===== src/rtl/cmd_framer_pkg.sv =====
package cmd_framer_pkg;

  typedef enum logic { ST_COLLECT, ST_EMIT } stateT;
  typedef enum logic [1:0] { KIND_DRAW = 2'd0, KIND_XFER = 2'd1, KIND_COPY = 2'd2 } kindT;
  typedef enum logic [1:0] { POLY_NONE = 2'd0, POLY_FLAT = 2'd1, POLY_SHADED = 2'd2 } polyT;

  // control -> datapath strobes
  typedef struct packed {
    logic bufWr;
    logic envWr;
  } strobeT;

  // words after the header, per opcode
  function automatic logic [3:0] paramCount(input logic [7:0] op);
    logic [3:0] n;
    n = 4'd0;
    case (op[7:5])
      3'b000: n = (op == 8'h02) ? 4'd2 : 4'd0;
      3'b001: begin
        case (op[4:2])
          3'd0: n = 4'd3;
          3'd1: n = 4'd6;
          3'd2: n = 4'd4;
          3'd3: n = 4'd8;
          3'd4: n = 4'd5;
          3'd5: n = 4'd8;
          3'd6: n = 4'd7;
          default: n = 4'd11;
        endcase
      end
      3'b010: begin
        case (op[4:3])
          2'd0: n = 4'd2;
          2'd1: n = 4'd3;
          2'd2: n = 4'd3;
          default: n = 4'd4;
        endcase
      end
      3'b011: begin
        case (op[4:2])
          3'd0: n = 4'd2;
          3'd1: n = 4'd3;
          3'd2: n = 4'd1;
          3'd3: n = 4'd0;
          3'd4: n = 4'd1;
          3'd5: n = 4'd2;
          3'd6: n = 4'd1;
          default: n = 4'd2;
        endcase
      end
      3'b100: n = 4'd3;
      3'b101, 3'b110: n = 4'd2;
      default: n = 4'd0;
    endcase
    return n;
  endfunction

  function automatic kindT kindOf(input logic [7:0] op);
    if (op[7:5] == 3'b100) return KIND_COPY;
    if (op >= 8'hA0 && op <= 8'hDF) return KIND_XFER;
    return KIND_DRAW;
  endfunction

  function automatic logic isSentinel(input logic [31:0] w);
    return (w & 32'hF000_F000) == 32'h5000_5000;
  endfunction

endpackage


===== src/rtl/cmd_framer_ctrl.sv =====
module cmd_framer_ctrl
  import cmd_framer_pkg::*;
#(
  parameter int DEPTH = 16,
  localparam int IDXW = $clog2(DEPTH),
  localparam int LENW = $clog2(DEPTH + 1)
) (
  input  logic            clk,
  input  logic            rstN,
  input  logic            inValid,
  input  logic [31:0]     inData,
  output logic            inReady,
  output logic            outValid,
  input  logic            outReady,
  output logic            outFirst,
  output logic            outLast,
  output logic [7:0]      outOpcode,
  output logic [LENW-1:0] outLen,
  output logic [1:0]      outKind,
  output logic            overflowPulse,
  output strobeT          strobe,
  output logic [IDXW-1:0] wrIdx,
  output logic [IDXW-1:0] rdIdx
);

  stateT           state;
  kindT            kind;
  polyT            poly;
  logic [LENW-1:0] count;
  logic [LENW-1:0] needLen;
  logic [7:0]      opcode;

  logic            accept, isHdr, hdrEnv, hdrNop, termHit, done, overflowHit;
  logic [7:0]      hdrOp;
  logic [LENW-1:0] hdrLen;
  polyT            hdrPoly;

  always_comb begin
    inReady = (state == ST_COLLECT);
    accept  = inValid && inReady;
    hdrOp   = inData[31:24];
    isHdr   = (count == '0);
    hdrEnv  = (hdrOp[7:3] == 5'b11100);
    hdrNop  = (hdrOp == 8'h1F);
    hdrLen  = LENW'(paramCount(hdrOp)) + LENW'(1);
    if (hdrOp[7:3] == 5'b01001)      hdrPoly = POLY_FLAT;
    else if (hdrOp[7:3] == 5'b01011) hdrPoly = POLY_SHADED;
    else                             hdrPoly = POLY_NONE;
    termHit = isSentinel(inData) &&
              ((poly == POLY_FLAT && count >= LENW'(3)) ||
               (poly == POLY_SHADED && count >= LENW'(4) && !count[0]));
    if (isHdr)                 done = !hdrEnv && !hdrNop && hdrPoly == POLY_NONE && hdrLen == LENW'(1);
    else if (poly != POLY_NONE) done = termHit;
    else                        done = (count + LENW'(1) == needLen);
    overflowHit   = !isHdr && poly != POLY_NONE && !termHit && count == LENW'(DEPTH - 1);
    strobe.bufWr  = accept && !(isHdr && (hdrEnv || hdrNop));
    strobe.envWr  = accept && isHdr && hdrEnv;
    wrIdx         = count[IDXW-1:0];
  end

  always_ff @(posedge clk) begin
    if (!rstN) begin
      state         <= ST_COLLECT;
      kind          <= KIND_DRAW;
      poly          <= POLY_NONE;
      count         <= '0;
      needLen       <= '0;
      opcode        <= '0;
      rdIdx         <= '0;
      overflowPulse <= 1'b0;
    end else begin
      overflowPulse <= accept && overflowHit;
      if (state == ST_COLLECT) begin
        if (accept) begin
          if (isHdr) begin
            opcode  <= hdrOp;
            needLen <= hdrLen;
            poly    <= hdrPoly;
            kind    <= kindOf(hdrOp);
          end
          if (isHdr && (hdrEnv || hdrNop)) begin
            count <= '0;
          end else if (overflowHit) begin
            count <= '0;
          end else if (done) begin
            state <= ST_EMIT;
            count <= count + LENW'(1);
            rdIdx <= '0;
          end else begin
            count <= count + LENW'(1);
          end
        end
      end else if (outReady) begin
        if (LENW'(rdIdx) == count - LENW'(1)) begin
          state <= ST_COLLECT;
          count <= '0;
        end else begin
          rdIdx <= rdIdx + IDXW'(1);
        end
      end
    end
  end

  assign outValid  = (state == ST_EMIT);
  assign outFirst  = (rdIdx == '0);
  assign outLast   = (LENW'(rdIdx) == count - LENW'(1));
  assign outOpcode = opcode;
  assign outLen    = count;
  assign outKind   = kind;

  p_hold_out_r11: assert property (@(posedge clk) disable iff (!rstN)
    outValid && !outReady |=> outValid && $stable(outOpcode) && $stable(outLen) && $stable(outKind));
  p_no_accept_r11: assert property (@(posedge clk) disable iff (!rstN)
    outValid |-> !inReady);
  p_len_range_r2: assert property (@(posedge clk) disable iff (!rstN)
    outValid |-> outLen >= LENW'(1) && outLen <= LENW'(DEPTH));
  p_copy_len_r3: assert property (@(posedge clk) disable iff (!rstN)
    outValid && outKind == 2'd2 |-> outLen == LENW'(4));
  p_ovf_idle_r10: assert property (@(posedge clk) disable iff (!rstN)
    overflowPulse |-> !outValid && inReady);

endmodule


===== src/rtl/cmd_framer_dp.sv =====
module cmd_framer_dp
  import cmd_framer_pkg::*;
#(
  parameter int DEPTH = 16,
  localparam int IDXW = $clog2(DEPTH),
  localparam int NENV = 8
) (
  input  logic            clk,
  input  logic            rstN,
  input  logic [31:0]     inData,
  input  strobeT          strobe,
  input  logic [IDXW-1:0] wrIdx,
  input  logic [IDXW-1:0] rdIdx,
  output logic [31:0]     outData,
  output logic [12:0]     statusWord,
  input  logic [2:0]      envSel,
  output logic [31:0]     envData
);

  logic [31:0] mem [DEPTH];
  logic [31:0] envReg [NENV];

  always_ff @(posedge clk) begin
    if (strobe.bufWr) mem[wrIdx] <= inData;
  end

  for (genvar i = 0; i < NENV; i++) begin : g_env
    always_ff @(posedge clk) begin
      if (!rstN)
        envReg[i] <= {8'hE0 + 8'(i), 24'h0};
      else if (strobe.envWr && inData[26:24] == 3'(i))
        envReg[i] <= inData;
    end
  end

  assign outData    = mem[rdIdx];
  assign statusWord = {envReg[6][1:0], envReg[1][10:0]};
  assign envData    = envReg[envSel];

  p_status_env1_r8: assert property (@(posedge clk) disable iff (!rstN)
    strobe.envWr && inData[26:24] == 3'd1 |=> statusWord[10:0] == $past(inData[10:0]));
  p_status_env6_r8: assert property (@(posedge clk) disable iff (!rstN)
    strobe.envWr && inData[26:24] == 3'd6 |=> statusWord[12:11] == $past(inData[1:0]));
  p_env_excl_r6: assert property (@(posedge clk) disable iff (!rstN)
    !(strobe.envWr && strobe.bufWr));

endmodule


===== src/rtl/cmd_packet_framer.sv =====
module cmd_packet_framer
  import cmd_framer_pkg::*;
#(
  parameter int DEPTH = 16,
  localparam int IDXW = $clog2(DEPTH),
  localparam int LENW = $clog2(DEPTH + 1)
) (
  input  logic            clk,
  input  logic            rstN,
  input  logic            inValid,
  input  logic [31:0]     inData,
  output logic            inReady,
  output logic            outValid,
  input  logic            outReady,
  output logic [31:0]     outData,
  output logic            outFirst,
  output logic            outLast,
  output logic [7:0]      outOpcode,
  output logic [LENW-1:0] outLen,
  output logic [1:0]      outKind,
  output logic            overflowPulse,
  output logic [12:0]     statusWord,
  input  logic [2:0]      envSel,
  output logic [31:0]     envData
);

  strobeT          strobe;
  logic [IDXW-1:0] wrIdx;
  logic [IDXW-1:0] rdIdx;

  cmd_framer_ctrl #(.DEPTH(DEPTH)) u_ctrl (
    .clk(clk), .rstN(rstN), .inValid(inValid), .inData(inData), .inReady(inReady),
    .outValid(outValid), .outReady(outReady), .outFirst(outFirst), .outLast(outLast),
    .outOpcode(outOpcode), .outLen(outLen), .outKind(outKind),
    .overflowPulse(overflowPulse), .strobe(strobe), .wrIdx(wrIdx), .rdIdx(rdIdx)
  );

  cmd_framer_dp #(.DEPTH(DEPTH)) u_dp (
    .clk(clk), .rstN(rstN), .inData(inData), .strobe(strobe), .wrIdx(wrIdx),
    .rdIdx(rdIdx), .outData(outData), .statusWord(statusWord),
    .envSel(envSel), .envData(envData)
  );

  p_hdr_opcode_r2: assert property (@(posedge clk) disable iff (!rstN)
    outValid && outFirst |-> outData[31:24] == outOpcode);
  p_hold_data_r11: assert property (@(posedge clk) disable iff (!rstN)
    outValid && !outReady |=> $stable(outData));

endmodule


===== config.mk =====
export PLATFORM = sky130hd
export DESIGN_NAME = cmd_packet_framer
export DESIGN_NICKNAME = d
export VERILOG_FILES = /design/src/rtl/cmd_framer_pkg.sv /design/src/rtl/cmd_framer_ctrl.sv /design/src/rtl/cmd_framer_dp.sv /design/src/rtl/cmd_packet_framer.sv
export SDC_FILE = /design/constraint.sdc
export NUM_CORES = 1
export LEC_CHECK = 0
export ABC_AREA = 0
export BUFFER_PORTS_ARGS = -buffer_cell sky130_fd_sc_hd__buf_2
export CAP_MARGIN = 0
export CORE_AREA = 2 2 247 249
export DETAILED_ROUTE_END_ITERATION = 8
export DIE_AREA = 0 0 249 251
export MAX_ROUTING_LAYER = met4
export PLACE_DENSITY = 0.74
export SYNTH_ARGS = -nofsm -noshare
export SYNTH_HDL_FRONTEND = slang
export SYNTH_SLANG_ARGS = --single-unit

===== constraint.sdc =====
create_clock -name clk -period 5.06 [get_ports clk]
set_input_delay 0 -clock clk [delete_from_list [all_inputs] [get_ports clk]]
set_output_delay 0 -clock clk [all_outputs]
set_load 0.005 [all_outputs]

==> reports/metrics.cfg <==
[cells_and_area]
nFillCells=3986
finalNetCount=1903
areaGrowthSynthToFinish_pct=14.5
layout_common_cells=edfxtp_1, mux4_2, and2_1, buf_2, clkbuf_16
stdcell_count=2699
drive_gt1_frac=0.308
final_common_cell=edfxtp_1

[yosys]
synth-async-reset-ratio=0
synth_xor_area_frac=0.00348
ys.flop_type=edfxtp_1
synth-compound-area-share=0.0165
synth_top_family_by_area=multiplexers
yosys.area.top_type=edfxtp_1
yosys_warnings=0
syn_area_per_cell_um2=20.1
synth-seq-cells=800
synthMuxAreaShare=0.165
synth_simple_gate_area_frac=0.0651
ys_types=65
synthAdderAreaFrac=0.00497
syn_area_mm2=0.0327
synth_top_area_frac=0.705
netlist_top_cells_area=edfxtp_1, mux4_2, and2_1
synth_edf_count=768
syn_inst=1627
synth_seq_area_share=0.725

[clocking]
cts_resized=0
cts_root_buf=clkbuf_16
clockBufferDepth=3
clock-sinks=800
path_clk_slew_ns=0.06
numCtsBuffers=81
cts-htree-levels=3
tritoncts=built
clkLatencyLatePin_ns=0.63

[timing]
clock_skew_ns=0.0239
hold_viol=0
max_freq_mhz=262
tightestPinTransition_ns=1.10
rsz0062_at_grt=no
layout_min_cycle_time_ns=3.82
slew_viol_final=0
period_share=0.754
max_slew_margin=0.263
timing.final.ws_setup_ns=1.24
setup_violations=0

[floorplan]
die_w_um=249
pin_count=136
core_region_area_mm2=0.0598
start_util=0.547
dieArea_mm2=0.0625
std_cell_rows=90
dieHeight_um=251

[global_route]
overflow=0
grt_max_degree=73
grt_pass1_wl_mm=105
grt_pass1_vias=16500
grt_antenna_before_repair=4
groute.usage.overall=0.237

[flow_run]
maxCapViolCount=0

[critical_path]
crit_buf_inv=1
cp_cell_sequence=inv_1 > ha_1 > or4b_4 > or2_1 > nor2_8 > nand2_1 > o21ai_4
crit_type=flop to flop
critPathLaunchType=flop
cp_slowest_stage_delay_ns=0.94
crit_fanout=32
required_ns=5.29
setup.worst_path.end_class=flop
cp.arrival_ns=4.04
critPathSlowestCell=o21ai_4
path_delay_family=simple AND/OR/NAND/NOR gates

[power_and_ir_drop]
power_density_mw_per_mm2=384
p_leak_nw=12.6
ir_drop_uv=276

[route]
drtPass1Iterations=5
drt_iter0_drc=1556
wl_mm=70.3
dr_total_vias=16100
drc=0
postRouteAntennaNets=0
wl_per_cell_um=26.0
via_per_inst=5.97

[status]
outcome=complete, no violations

[place]
gp_congestion=0.837
dp_hpwl_mm=39.5
port_buffers=135
dp.cells=2515
place_ws_ns=1.24

[hold_path]
hold_class=input pin to flop

final timing paths:
check | start | to | slack (ns) | cells after the start
max | u_ctrl.outLen[0] | u_dp.envReg[7][31] | 1.24 | 7
min | inData[27] | u_dp.mem[13][27] | 0.31 | 2
max reg2reg | u_ctrl.outLen[0] | u_dp.envReg[7][31] | 1.24 | 7
min reg2reg | u_ctrl.outKind[0] | u_ctrl.outKind[0] | 0.45 | 2
cells by family (layout without fill, tap and decap cells):
group / count (synthesis) / after routing
adders and majority gates: 13 / 13
AOI/OAI and AO/OA: 77 / 77
other: 2 / 49
DFF: 800 / 800
and+or+nand+nor: 340 / 340
xor gates and xnor gates: 13 / 13
buffers and inverters: 126 / 369
muxes: 256 / 256
per-stage QoR:
step | setup TNS, ns | utilization | instance area [um2] | power (mW) | hold slack (ns)
CTS | 0 | 0.626 | 37400 | 14.5 | 0.267
detailed placement | 0 | 0.575 | 34400 | 8.52 | 0.380
finish | 0 | 0.626 | 37400 | 14.4 | 0.306
global placement | 0 | 0.575 | 34400 | 8.50 | 0.380
floorplan | -9.63 | - | 32900 | 8.15 | 0.0989
global route | 0 | 0.626 | 37400 | 14.8 | 0.273
final cells by class:
type                       count  area (um2)  share of cell area
timing repair buffer         204        1310              0.0350
clock buffer                  96        2100              0.0562
clock inverter                52         602              0.0161
sequential                   800       23700               0.633
inverter                      17        63.8             0.00170
tap                          782         978              0.0261
multi-input combinational    747        8670               0.231
antenna                        1        2.50           0.0000668
where the power goes:
group          internal (mW)  total (mW)  switching [mW]
sequential              7.43        7.50          0.0741
combinational          0.391       0.898           0.508
clock                   3.51        5.98            2.47
total                   11.3        14.4            3.05
registers in the layout, indices dropped and copies added, names as in the netlist, named ones only:
register,flops
u_dp.envReg,256
u_ctrl.outValid,1
u_ctrl.rdIdx,4
u_dp.mem,512
u_ctrl.outOpcode,8
u_ctrl.outLen,5
u_ctrl.needLen,5
u_ctrl.poly,2
u_ctrl.overflowPulse,1
u_ctrl.outKind,2
metal layers:
| layer | vias to the layer above | track usage | part of all wire |
|---|---|---|---|
| met3 | 94 | 0.0391 | 0.065 |
| met1 | 8438 | 0.311 | 0.40 |
| met4 | 0 | 0.0523 | 0.016 |
| met5 | - | - | 0 |
| met2 | 612 | 0.395 | 0.52 |
| li1 | 6966 | - | - |
cells in the mapped netlist (all sizes together), types with 4 or more instances:
| cell | count |
|---|---|
| edfxtp | 768 |
| mux4 | 224 |
| and2 | 206 |
| buf | 60 |
| clkbuf | 49 |
| nand2 | 39 |
| dfxtp | 32 |
| mux2 | 32 |
| a21oi | 26 |
| nor2 | 21 |
| nor3 | 19 |
| inv | 17 |
| ha | 13 |
| nand3 | 11 |
| xnor2 | 10 |
| o21ai | 9 |
| a31oi | 7 |
| and3 | 6 |
| nand2b | 6 |
| nor4 | 5 |
| nor4b | 5 |
| a211oi | 4 |
| o2bb2ai | 4 |
| o31ai | 4 |
repair_timing:
item / 4_1_cts / 5_1_grt
hold buffers: 35 / 0
buffers inserted: 0 / 0
hold endpoints to repair: 678 / 0
Note: power is estimated with default switching activity, not from simulation.
